File: src/rtl/exc_pkg.sv
package exc_pkg;

  localparam int WORD_W  = 32;
  localparam int NUM_W   = 24;
  localparam int MODE_W  = 5;
  localparam int VEC_W   = 8;
  localparam int NREQ    = 7;
  localparam int NBANK   = 5;
  localparam int BANK_W  = $clog2(NBANK);
  localparam int IMASK_B = 7;
  localparam int FMASK_B = 6;

  // kind codes follow the priority order (1 = highest)
  typedef enum logic [2:0] {
    EK_NONE  = 3'd0,
    EK_RESET = 3'd1,
    EK_DABT  = 3'd2,
    EK_FIQ   = 3'd3,
    EK_IRQ   = 3'd4,
    EK_PABT  = 3'd5,
    EK_UNDEF = 3'd6,
    EK_TRAP  = 3'd7
  } exc_kind_e;

  localparam logic [MODE_W-1:0] MODE_USR = 5'h10;
  localparam logic [MODE_W-1:0] MODE_FIQ = 5'h11;
  localparam logic [MODE_W-1:0] MODE_IRQ = 5'h12;
  localparam logic [MODE_W-1:0] MODE_SVC = 5'h13;
  localparam logic [MODE_W-1:0] MODE_ABT = 5'h17;
  localparam logic [MODE_W-1:0] MODE_UND = 5'h1B;

  function automatic logic [VEC_W-1:0] vec_of(exc_kind_e k);
    case (k)
      EK_RESET: vec_of = 8'h00;
      EK_UNDEF: vec_of = 8'h04;
      EK_TRAP:  vec_of = 8'h08;
      EK_PABT:  vec_of = 8'h0C;
      EK_DABT:  vec_of = 8'h10;
      EK_IRQ:   vec_of = 8'h18;
      EK_FIQ:   vec_of = 8'h1C;
      default:  vec_of = 8'h00;
    endcase
  endfunction

  function automatic logic [MODE_W-1:0] mode_of(exc_kind_e k);
    case (k)
      EK_RESET, EK_TRAP: mode_of = MODE_SVC;
      EK_PABT, EK_DABT:  mode_of = MODE_ABT;
      EK_UNDEF:          mode_of = MODE_UND;
      EK_IRQ:            mode_of = MODE_IRQ;
      EK_FIQ:            mode_of = MODE_FIQ;
      default:           mode_of = MODE_USR;
    endcase
  endfunction

  function automatic logic [3:0] link_off(exc_kind_e k);
    link_off = (k == EK_DABT) ? 4'd8 : 4'd4;
  endfunction

  function automatic logic has_bank(logic [MODE_W-1:0] m);
    has_bank = (m == MODE_SVC) || (m == MODE_ABT) || (m == MODE_UND) ||
               (m == MODE_IRQ) || (m == MODE_FIQ);
  endfunction

  function automatic logic [BANK_W-1:0] bank_idx(logic [MODE_W-1:0] m);
    case (m)
      MODE_ABT: bank_idx = BANK_W'(1);
      MODE_UND: bank_idx = BANK_W'(2);
      MODE_IRQ: bank_idx = BANK_W'(3);
      MODE_FIQ: bank_idx = BANK_W'(4);
      default:  bank_idx = BANK_W'(0);
    endcase
  endfunction

endpackage

File: src/rtl/exc_trap_decode.sv
module exc_trap_decode
  import exc_pkg::*;
(
  input  logic             valid_i,
  input  logic [27:0]      word_i,
  output logic             hit_o,
  output logic [NUM_W-1:0] num_o
);

  localparam logic [3:0] TRAP_OPC = 4'b1111;

  always_comb begin
    hit_o = valid_i && (word_i[27:24] == TRAP_OPC);
    num_o = word_i[NUM_W-1:0];
  end

endmodule

File: src/rtl/exc_arbiter.sv
module exc_arbiter
  import exc_pkg::*;
(
  input  logic      boundary_i,
  input  logic      imask_i,
  input  logic      fmask_i,
  input  logic      rst_req_i,
  input  logic      dabt_req_i,
  input  logic      fiq_req_i,
  input  logic      irq_req_i,
  input  logic      pabt_req_i,
  input  logic      undef_req_i,
  input  logic      trap_hit_i,
  output exc_kind_e kind_o
);

  logic [NREQ-1:0] raw;
  logic [NREQ-1:0] elig;
  logic [NREQ-1:0] need_bnd;

  always_comb begin
    raw      = {trap_hit_i, undef_req_i, pabt_req_i,
                irq_req_i & ~imask_i, fiq_req_i & ~fmask_i,
                dabt_req_i, rst_req_i};
    need_bnd = {{(NREQ-1){1'b1}}, 1'b0};
  end

  for (genvar g = 0; g < NREQ; g++) begin : g_gate
    assign elig[g] = raw[g] & (boundary_i | ~need_bnd[g]);
  end

  always_comb begin
    kind_o = EK_NONE;
    for (int i = NREQ - 1; i >= 0; i--) begin
      if (elig[i]) kind_o = exc_kind_e'(3'(i + 1));
    end
  end

endmodule

File: src/rtl/exc_status_bank.sv
module exc_status_bank
  import exc_pkg::*;
#(
  parameter logic [WORD_W-1:0] STATUS_RST = 32'h0000_00D3
) (
  input  logic              clk,
  input  logic              rst_n,
  input  logic              enter_i,
  input  exc_kind_e         kind_i,
  input  logic              ret_req_i,
  input  logic              core_we_i,
  input  logic [WORD_W-1:0] core_wd_i,
  output logic [WORD_W-1:0] status_o,
  output logic [WORD_W-1:0] spsr_o,
  output logic              ret_ok_o
);

  logic [WORD_W-1:0] stat_q, stat_d;
  logic              stat_en;
  logic [WORD_W-1:0] bank_q [NBANK];
  logic [NBANK-1:0]  bank_we;
  logic              cur_bank;
  logic [BANK_W-1:0] cur_idx;
  logic [BANK_W-1:0] tgt_idx;

  always_comb begin
    cur_bank = has_bank(stat_q[MODE_W-1:0]);
    cur_idx  = bank_idx(stat_q[MODE_W-1:0]);
    tgt_idx  = bank_idx(mode_of(kind_i));
    spsr_o   = cur_bank ? bank_q[cur_idx] : '0;
    ret_ok_o = ret_req_i && cur_bank && !enter_i;
  end

  // next-state for the status word
  always_comb begin
    stat_d  = stat_q;
    stat_en = 1'b0;
    if (enter_i) begin
      stat_en              = 1'b1;
      stat_d[MODE_W-1:0]   = mode_of(kind_i);
      stat_d[IMASK_B]      = 1'b1;
      if (kind_i == EK_FIQ || kind_i == EK_RESET) stat_d[FMASK_B] = 1'b1;
    end else if (ret_ok_o) begin
      stat_en = 1'b1;
      stat_d  = spsr_o;
    end else if (core_we_i) begin
      stat_en = 1'b1;
      stat_d  = core_wd_i;
    end
  end

  always_comb begin
    bank_we = '0;
    if (enter_i) bank_we[tgt_idx] = 1'b1;
  end

  always_ff @(posedge clk or negedge rst_n) begin
    if (!rst_n)       stat_q <= STATUS_RST;
    else if (stat_en) stat_q <= stat_d;
  end

  for (genvar g = 0; g < NBANK; g++) begin : g_bank
    always_ff @(posedge clk or negedge rst_n) begin
      if (!rst_n)          bank_q[g] <= '0;
      else if (bank_we[g]) bank_q[g] <= stat_q;
    end
  end

  assign status_o = stat_q;

endmodule

File: src/rtl/exc_entry_unit.sv
module exc_entry_unit
  import exc_pkg::*;
#(
  parameter logic [WORD_W-1:0] STATUS_RST = 32'h0000_00D3
) (
  input  logic              clk,
  input  logic              rst_n,
  input  logic              instr_valid_i,
  input  logic [WORD_W-1:0] instr_word_i,
  input  logic [WORD_W-1:0] instr_addr_i,
  input  logic              rst_req_i,
  input  logic              undef_req_i,
  input  logic              pabt_req_i,
  input  logic              dabt_req_i,
  input  logic              irq_req_i,
  input  logic              fiq_req_i,
  input  logic              ret_req_i,
  input  logic [WORD_W-1:0] ret_link_i,
  input  logic              core_we_i,
  input  logic [WORD_W-1:0] core_wd_i,
  output logic [WORD_W-1:0] status_o,
  output logic [WORD_W-1:0] spsr_o,
  output logic              take_o,
  output logic [2:0]        kind_o,
  output logic              pc_load_o,
  output logic [WORD_W-1:0] pc_value_o,
  output logic              link_we_o,
  output logic [WORD_W-1:0] link_value_o,
  output logic              trap_hit_o,
  output logic [NUM_W-1:0]  trap_num_o
);

  // rst_n is expected to arrive already released in step with clk

  exc_kind_e         kind;
  logic              ret_ok;
  logic [WORD_W-1:0] stat;
  logic [WORD_W-1:0] addr_al;
  logic              unused_bits;

  assign unused_bits = ^{instr_word_i[31:28], instr_addr_i[1:0], ret_link_i[1:0]};

  exc_trap_decode u_dec (
    .valid_i (instr_valid_i),
    .word_i  (instr_word_i[27:0]),
    .hit_o   (trap_hit_o),
    .num_o   (trap_num_o)
  );

  exc_arbiter u_arb (
    .boundary_i  (instr_valid_i),
    .imask_i     (stat[IMASK_B]),
    .fmask_i     (stat[FMASK_B]),
    .rst_req_i   (rst_req_i),
    .dabt_req_i  (dabt_req_i),
    .fiq_req_i   (fiq_req_i),
    .irq_req_i   (irq_req_i),
    .pabt_req_i  (pabt_req_i),
    .undef_req_i (undef_req_i),
    .trap_hit_i  (trap_hit_o),
    .kind_o      (kind)
  );

  exc_status_bank #(.STATUS_RST(STATUS_RST)) u_bank (
    .clk       (clk),
    .rst_n     (rst_n),
    .enter_i   (take_o),
    .kind_i    (kind),
    .ret_req_i (ret_req_i & instr_valid_i),
    .core_we_i (core_we_i),
    .core_wd_i (core_wd_i),
    .status_o  (stat),
    .spsr_o    (spsr_o),
    .ret_ok_o  (ret_ok)
  );

  always_comb begin
    take_o       = (kind != EK_NONE);
    kind_o       = kind;
    addr_al      = {instr_addr_i[WORD_W-1:2], 2'b00};
    pc_load_o    = take_o | ret_ok;
    pc_value_o   = take_o ? {{(WORD_W-VEC_W){1'b0}}, vec_of(kind)}
                          : {ret_link_i[WORD_W-1:2], 2'b00};
    link_we_o    = take_o && (kind != EK_RESET);
    link_value_o = addr_al + WORD_W'(link_off(kind));
    status_o     = stat;
  end

endmodule

File: config.mk
export PLATFORM = sky130hd
export DESIGN_NAME = exc_entry_unit
export DESIGN_NICKNAME = d
export VERILOG_FILES = /design/src/rtl/exc_pkg.sv /design/src/rtl/exc_trap_decode.sv /design/src/rtl/exc_arbiter.sv /design/src/rtl/exc_status_bank.sv /design/src/rtl/exc_entry_unit.sv
export SDC_FILE = /design/constraint.sdc
export NUM_CORES = 1
export LEC_CHECK = 0
export ABC_AREA = 1
export BUFFER_PORTS_ARGS = -buffer_cell sky130_fd_sc_hd__buf_2
export CAP_MARGIN = 15
export CORE_MARGIN = 1.5
export CORE_UTILIZATION = 48
export CTS_CLUSTER_SIZE = 40
export DETAILED_ROUTE_END_ITERATION = 8
export HOLD_SLACK_MARGIN = 0.12
export PLACE_DENSITY = 0.77
export SLEW_MARGIN = 15
export SYNTH_ARGS = -nofsm -noshare
export SYNTH_HDL_FRONTEND = slang
export SYNTH_HIERARCHICAL = 1
export SYNTH_SLANG_ARGS = --single-unit
File: constraint.sdc
create_clock -name clk -period 3.5 [get_ports clk]
set_input_delay 0.7 -clock clk [delete_from_list [all_inputs] [get_ports clk]]
set_output_delay 0.7 -clock clk [all_outputs]
set_load 0.01 [all_outputs]
# == Yosys cells after proc, flatten, opt, wreduce, memory -nomap -nowiden ==
# Index checks and enable logic that the tools add are counted.
# word_totals
in_bits,139
register_bits,192
output_inout_bits,159
wordCells,92
# classes
addsub,1
n_mux,28
n_reduce_logical,19
n_eq_ne,19
n_bitwise,14
n_lt_le_gt_ge,3
# ops
op,n
32-bit 2-to-1 mux,6
32-bit binary-select mux with 3-bit select,1
5-bit == test (second input constant),9
32-bit by 4-bit adder with 32-bit output,1
5-bit case mux with 6 select lines,1
3-bit case mux with 4 select lines,2
3-bit 2-to-1 mux,7
4-bit case mux with 5 select lines,1
3-bit == test (second input constant),4
5-bit 2-to-1 mux,2
1-bit bitwise AND,9
3-bit by 2-bit == test with 1-bit output (second input constant),2
3-bit AND reduction,2
3-bit nonzero test,2
1-bit logical AND,5
1-bit logical OR,5
1-bit 2-to-1 mux,5
4-bit == test (second input constant),1
4-bit >= comparator (second input constant),1
3-bit by 4-bit less-than comparator with 1-bit output (second input constant),1
4-bit 2-to-1 mux,1
3-bit inverter with 4-bit output,1
2-bit OR reduction,2
1-bit demux with 3-bit select,1
other kinds (10),12

# == Longest topological paths before layout ==
# Gate-level depths: netlist of run 1.
# logic_depth
word_depth,20
mapped_depth,21
mapped_depth_nobuf,21

# == By module ==
# Netlist of run 1, hierarchy kept.
# modules_own_cells
module,area_each_um2,instances,seq_area_each_um2,cells_each
exc_status_bank,9226.3,1,4810.9,1188
exc_entry_unit,1212.4,1,0.0,264
exc_trap_decode,192.7,1,0.0,27
exc_arbiter,152.6,1,0.0,29

# == Worst setup path after synthesis of run 1 ==
# No wires, ideal clock.
# synth_path
path_type,input-to-output
from,in instr_word_i[26]
to,out pc_load_o
required_time_ns,2.800
slack_ns,-0.544
path_buffers,2
cell_stages,14
arrival_time_ns,3.344
path_cell_list,nand3_1 > nor2_1 > nand2_2 > nand2_2 > nor2_1 > nor2_1 > inv_1 > nand2_1 > clkbuf_1 > clkinv_1 > nand2_2 > inv_2 > buf_2 > or2_2
# synth_via
elab_chain_len,14
# synth_lines
item,line,rtl
from (decl),exc_entry_unit.sv:9,"input logic [WORD_W-1:0] instr_word_i,"
4-bit == test,exc_trap_decode.sv:13,hit_o = valid_i && (word_i[27:24] == TRAP_OPC);
1-bit logical AND,exc_trap_decode.sv:13,
net trap_hit_o,exc_entry_unit.sv:29,"output logic trap_hit_o,"
1-bit bitwise AND,exc_arbiter.sv:29,assign elig[g] = raw[g] & (boundary_i | ~need_bnd[g]);
3-bit 2-to-1 mux (7 in a row),exc_arbiter.sv:35,if (elig[i]) kind_o = exc_kind_e'(3'(i + 1));
net kind_o[2],exc_entry_unit.sv:24,"output logic [2:0] kind_o,"
3-bit nonzero test,exc_entry_unit.sv:78,take_o = (kind != EK_NONE);
net take_o,exc_entry_unit.sv:23,"output logic take_o,"
1-bit zero test,exc_status_bank.sv:31,ret_ok_o = ret_req_i && cur_bank && !enter_i;
1-bit logical AND,exc_status_bank.sv:31,
net ret_ok,exc_entry_unit.sv:36,logic ret_ok;
1-bit OR,exc_entry_unit.sv:81,pc_load_o = take_o | ret_ok;
to (decl),exc_entry_unit.sv:25,"output logic pc_load_o,"
# The timed path passes the listed nets, and every way through them passes these cells.

# == Worst setup path in the final report of run 1 ==
# layout_path
from,reg u_bank.stat_q[7] (netlist: u_bank/status_o[7])
to,out link_value_o[12]
# layout_via
elab_chain_len,10
# layout_lines
item,line,rtl
from (decl),exc_status_bank.sv:18,"logic [WORD_W-1:0] stat_q, stat_d;"
from (signal assigned),exc_status_bank.sv:59,else if (stat_en) stat_q <= stat_d;
1-bit inverter,exc_arbiter.sv:23,"irq_req_i & ~imask_i, fiq_req_i & ~fmask_i,"
1-bit bitwise AND,exc_arbiter.sv:23,
1-bit bitwise AND,exc_arbiter.sv:29,
3-bit 2-to-1 mux (4 in a row),exc_arbiter.sv:35,
3-bit by 2-bit == test with 1-bit output,exc_pkg.sv:57,link_off = (k == EK_DABT) ? 4'd8 : 4'd4;
4-bit 2-to-1 mux,exc_pkg.sv:57,
32-bit by 4-bit adder with 32-bit output,exc_entry_unit.sv:85,link_value_o = addr_al + WORD_W'(link_off(kind));
to (decl),exc_entry_unit.sv:28,"output logic [WORD_W-1:0] link_value_o,"
# No other way between the ends.

==> results.yml, run 1 <==
clock_tree:
  cts_tree: "done"
  clkSlewWorstSetupHoldPaths_ps: 80
  clockBufferDepth: 2
  cts-root-buf: "clkbuf_16"
  cts-buffers-inserted: 17
  cts_hold_buf: 0
  htreeDepth: 4
  cts_sinks: 192
  insertion_delay_ps: 440
critical_path:
  crit_path_end_kind: "output port"
  crit_path_max_fanout: 4
  reg2reg_slack_ps: 460
  worstPathRequired_ps: 2800
  cp_num_buf_inv: 4
  worstSetupPathType: "register to output port"
  cp_slowest_cell: "dfstp_2"
  cp-start-kind: "register"
  crit_path_max_incr_delay_ps: 540
  cp.arrival_ps: 2810
  crit_family: "simple AND/OR/NAND/NOR gates"
  cpMostUsedCell: "nand2_2"
  path_cells: "inv_2, a21oi_2, nand2_1, nand2_1, nand2_2, nand2_2, inv_2, nand2_2, nor2_4, inv_2, ha_4, fa_2, nand2_2, nor2_4, nand3_4, nor2_4, xor2_2, buf_2"
pwr:
  intPower_mw: 5.28
  peakVddDrop_mv: 0.440
  clkPwrFrac: 0.236
  seqPwrFrac: 0.408
  p_comb_frac: 0.357
  total_power_mw: 8.57
  swShare: 0.385
  switchingPower_mw: 3.30
  p_leak_nw: 6.87
  p_per_area_nw_per_um2: 652
global_routing:
  use_met3: 0.0624
  grtUsageTotal: 0.286
  grt.met1_usage: 0.356
  grt_max_degree: 90
  grt_pass1_vias: 9990
  grt_busiest_layer: "met2"
  antenna_found_initial: 4
  met2_usage: 0.482
  grt_overflow: 0
  grt_pass1_wl_mm: 52.6
final_layout:
  nets: 1859
  drive_above_1_share: 0.244
  areaGrowthSynthToFinish_pct: 22.0
  most-common-layout-cells: "nand2_1 (519), buf_2 (231), dfrtp_1 (187)"
  final_common_cell: "nand2_1"
  final_core_util: 0.599
die:
  rows: 54
  die_area_um2: 23400
  start_util: 0.491
  dieHeight_um: 153
  core-area_um2: 22000
  io-pin-count: 298
  die_x_um: 153
logic_synthesis:
  synth_seq_area_share: 0.446
  yosys.cell_types.count: 38
  synth_top_area_frac: 0.434
  yosysWarnings: 6
  syn_area_um2: 10800
  synthTopCellsByArea: "dfrtp_1 (43%), nand2_1 (19%), o21ai_0 (8.4%)"
  ys_ff_latch: 192
  yosysTopAreaCell: "dfrtp_1"
  syn_inst: 1508
  syn_area_per_cell_um2: 7.15
drt:
  wire_per_inst_um: 16.6
  drc: 28
  num_vias: 10600
  wirelength_mm: 33.4
  antenna_left: 0
  drtIter0Drc: 1012
  dr.pass1.iters: 7
  viasPerCell: 5.26
sta:
  fin_crit_sh: 1.00
  fin_hold_ws_ps: 340
  maxSlewHeadroom: 0.253
  hold_viol_final: 0
  fmax_mhz: 285
  tightest_slew_ps: 1120
  setup-violations-final: 2
  period_minus_slack_ps: 3510
  fin_skew_ps: 11.3
  grt_setup_unrepaired: "yes"
  finalMaxSlewViolations: 0
  fin_ws_ps: -8.34
run_status:
  violations: "DRC, setup timing"
  status: "finished, violations left"
placed_design:
  dp_hpwl_mm: 22.5
  gp_congestion: 0.924
  io_buffers: 237
flow_run:
  maxCapViolCount: 0
hold_path:
  hold_path.class: "primary input to async pin"
-- worst paths after layout --
kind                       cells after the start                from                  end
setup / recovery                              18  u_bank/status_o[7]     link_value_o[12]
hold / removal                                 1               rst_n  u_bank/status_o[15]
setup reg to reg                              14  u_bank/status_o[6]    u_bank/bank_q[75]
hold reg to reg                                2  u_bank/bank_q[151]   u_bank/bank_q[151]
max in group asynchronous                      2               rst_n    u_bank/bank_q[19]
min in group clk                               2  u_bank/bank_q[151]   u_bank/bank_q[151]
-- cell usage after synthesis, drive strengths merged --
library cell and n:
ha 2, nand2 542, dfrtp 187, o22ai 1
clkinv 1, a21oi 47, xor2 8, buf 60
o211ai 1, inv 156, nor3 6, dfstp 5
o21ai 197, nand3b 11, or2 1, clkbuf 45
fa 1, nand3 91, nand4 26, a31oi 3
nor2 108, conb 1, xnor2 8
-- cell type report --
type                    count  area (µm²)
diodes                      4        10.0
repair inverters            1        5.00
repair buffers            291        1700
clock inverters            15         181
well taps                 280         350
fillers                  2047        8810
clock buffers              17         425
flip-flops and latches    192        4810
inverters                 157         596
multi-input cells        1057        5080
-- cells by family after synthesis --
kind of cell             share of synthesized area
adder cells (fa/ha/maj)                    0.00418
XOR/XNOR                                    0.0130
flip-flops                                   0.446
AO/OA/AOI/OAI                                0.121
other                                     0.000348
buffers and inverters                        0.110
AND/OR/NAND/NOR                              0.306
-- power groups by stage --
stage | Clock (mW) | Sequential (mW) | Combinational [mW]
6_report | 2.02 | 3.50 | 3.06
5_1_grt | 2.14 | 3.59 | 3.45
4_1_cts | 2.04 | 3.49 | 3.01
3_5_place_dp | 0 | 3.52 | 2.97
3_3_place_gp | 0 | 3.48 | 2.88
2_1_floorplan | 0 | 3.46 | 1.95
-- flip-flops by register name, indices dropped and copies added (netlist names) --
signal           cells
u_bank/status_o     32
u_bank/bank_q      160
-- worst register-to-register path, delay by kind of cell (launching register included) --
| family | cells | cell delay (ps) |
|---|---|---|
| flip-flops | 1 | 550 |
| AO/OA/AOI/OAI | 3 | 480 |
| AND/OR/NAND/NOR | 5 | 380 |
| buffers and inverters | 6 | 1490 |
-- through the flow --
| step | cell area, µm² | setup slack [ps] | setup TNS [ps] | std cells |
|---|---|---|---|---|
| after floorplan | 10800 | 10.2 | 0 | 1511 |
| after global placement | 12200 | -16.4 | -38.3 | 1965 |
| after detailed placement | 12200 | -46.5 | -185 | 1965 |
| after CTS | 12900 | -52.0 | -105 | 2004 |
| after global routing | 13200 | -152 | -1360 | 2014 |
| final | 13200 | -8.34 | -12.6 | 2014 |
-- repair_timing --
item                       CTS  global route
hold endpoints to repair     0             0
pin swaps                   15            31
resized for setup           13            54
setup endpoints to repair   23            42
buffers inserted             7             5
cloned                       0             1
-- layer usage --
metal / share of wire / wire, µm
met1: 0.40 / 13400
met2: 0.49 / 16300
met3: 0.073 / 2420
met4: 0.039 / 1290
met5: 0 / 0
Note: power is estimated with default switching activity, not from simulation.
==> inputs of run 2 (changes only) <==
--- a/config.mk
+++ b/config.mk
@@ -6,7 +6,7 @@
 export NUM_CORES = 1
 export LEC_CHECK = 0
 export ABC_AREA = 1
-export BUFFER_PORTS_ARGS = -buffer_cell sky130_fd_sc_hd__buf_2
+export BUFFER_PORTS_ARGS = -buffer_cell sky130_fd_sc_hd__clkbuf_2
 export CAP_MARGIN = 15
 export CORE_MARGIN = 1.5
 export CORE_UTILIZATION = 48
==> run 2 against run 1 <==
The run ends with DRC left. Global-route usage decreased by 0.27 points. Sequential share of layout area decreased by 0.062 points. Sequential cell count unchanged. Largest cell class unchanged. Routed wire length decreased by 0.39%. Maximum frequency rose by 0.43%. Combinational power increased by 2%. Cell count up 0.45%.
==> results.yml, run 2 (synthesis gave the netlist of run 1 again) <==
run_status:
  status: "finished, violations left"
  violations: "DRC"
clock_tree:
  cts_tree: "done"
  clockBufferDepth: 2
  cts_sinks: 192
  htreeDepth: 4
  cts-root-buf: "clkbuf_16"
  insertion_delay_ps: 440
  cts-buffers-inserted: 17
  clkSlewWorstSetupHoldPaths_ps: 70
final_layout:
  largest_reg_flops: 160
  final_common_cell: "nand2_1"
  num-fill-cells: 1982
  most-common-layout-cells: "nand2_1 (526), clkbuf_2 (222), dfrtp_1 (187)"
  final_core_util: 0.600
  regArea_um2: 4810
  drive_above_1_share: 0.237
  multi_input_comb_area_um2: 5030
  areaGrowthSynthToFinish_pct: 22.2
  design_area_um2: 13200
  nets: 1868
  regMostFlops: "u_bank/bank_q"
  final_cells: 2023
die:
  die_area_um2: 23400
  die_x_um: 153
  core-area_um2: 22000
  dieHeight_um: 153
  rows: 54
  start_util: 0.491
  io-pin-count: 298
critical_path:
  cp.arrival_ps: 2790
  path_cells: "nor2_1, o21ai_2, buf_4, a21oi_4, nand2_4, nor2_4, inv_2, ha_4, fa_2, nand2_2, nor2_4, nand3_4, nor2_4, xor2_2, buf_2"
  cp-start-kind: "register"
  cp_slowest_cell: "dfstp_2"
  crit_path_max_incr_delay_ps: 380
  crit_path_max_fanout: 4
  crit_path_end_kind: "output port"
  worstSetupPathType: "register to output port"
  cpMostUsedCell: "nor2_4"
  worstPathRequired_ps: 2800
drt:
  drtIter0Drc: 933
  wire_per_inst_um: 16.4
  viasPerCell: 5.32
  dr.pass1.iters: 7
  drc: 28
  wirelength_mm: 33.3
  num_vias: 10800
  antenna_left: 0
sta:
  fin_ws_ps: 6.84
  tightest_slew_ps: 1100
  hold_viol_final: 0
  fin_skew_ps: 12.3
  maxSlewHeadroom: 0.268
  fin_tns_setup_ps: 0
  setup-violations-final: 0
  grt_setup_unrepaired: "yes"
  finalMaxSlewViolations: 0
  fin_crit_sh: 0.998
  period_minus_slack_ps: 3490
  fmax_mhz: 286
  fin_hold_ws_ps: 388
placed_design:
  place_ws_ps: -116
  place_area_um2: 12200
  gp_congestion: 0.928
  dp_hpwl_mm: 22.1
  place_inst: 1961
  io_buffers: 237
flow_run:
  maxCapViolCount: 0
pwr:
  p_leak_nw: 6.93
  p_per_area_nw_per_um2: 647
  peakVddDrop_mv: 0.457
  total_power_mw: 8.52
global_routing:
  grt_pass1_wl_mm: 52.4
  grt_pass1_vias: 10000
  grtUsageTotal: 0.283
  antenna_found_initial: 4
  grt_overflow: 0
  grt_max_degree: 193
hold_path:
  hold_path.class: "primary input to async pin"
run 2: cell types whose count changed in the layout (fill, tap and decap cells not counted), sizes merged:
cell | previous run | this run
clkinvlp | 4 | 1
clkbuf | 17 | 240
clkinv | 5 | 3
bufinv | 3 | 0
buf | 291 | 79
inv | 161 | 167
run 2: layout make-up:
class	count	share of cell area
inverters	157	0.0452
well taps	280	0.0266
clock inverters	14	0.0107
multi-input cells	1057	0.382
clock buffers	18	0.0326
repair buffers	301	0.137
diodes	4	0.000760
flip-flops and latches	192	0.365
run 2: path summary, 6_finish.rpt:
| kind | slack (ps) | cells past startpoint | start | end |
|---|---|---|---|---|
| worst max-delay path | 7 | 15 | u_bank/status_o[6] | link_value_o[12] |
| worst min-delay path | 390 | 2 | rst_n | u_bank/status_o[15] |
| worst max register to register | 460 | 15 | u_bank/status_o[6] | u_bank/bank_q[84] |
| worst min register to register | 480 | 2 | u_bank/bank_q[145] | u_bank/bank_q[145] |
| max in group asynchronous | 2270 | 2 | rst_n | u_bank/bank_q[53] |
| min in group clk | 480 | 2 | u_bank/bank_q[145] | u_bank/bank_q[145] |
run 2: critical path: cells and delay by family, from the launching register on:
kind / cells / cell delay (ps)
compound gates: 2 / 250
flops: 1 / 380
buf+inv: 3 / 340
simple gates: 7 / 660
xor+xnor: 1 / 180
fa+ha+maj: 2 / 540
run 2: repair_timing:
action | 4_1_cts | 5_1_grt
endpoints found under the hold margin | 0 | 0
setup endpoints to repair | 41 | 50
gates resized for setup | 21 | 41
setup buffers | 13 | 13
pin swaps | 19 | 25
hold buffers | 0 | 0
run 2: report_power, final:
part	internal, mW	switching (mW)
registers	3.03	0.476
logic	1.15	1.98
clock network	0.956	0.934
total	5.13	3.39
run 2: routing by layer:
| metal | wire (µm) | global-route usage | share of wire |
|---|---|---|---|
| met5 | 0 | 0 | 0 |
| met1 | 13300 | 0.355 | 0.40 |
| met3 | 2280 | 0.0417 | 0.068 |
| met4 | 1100 | 0.109 | 0.033 |
| met2 | 16600 | 0.496 | 0.50 |
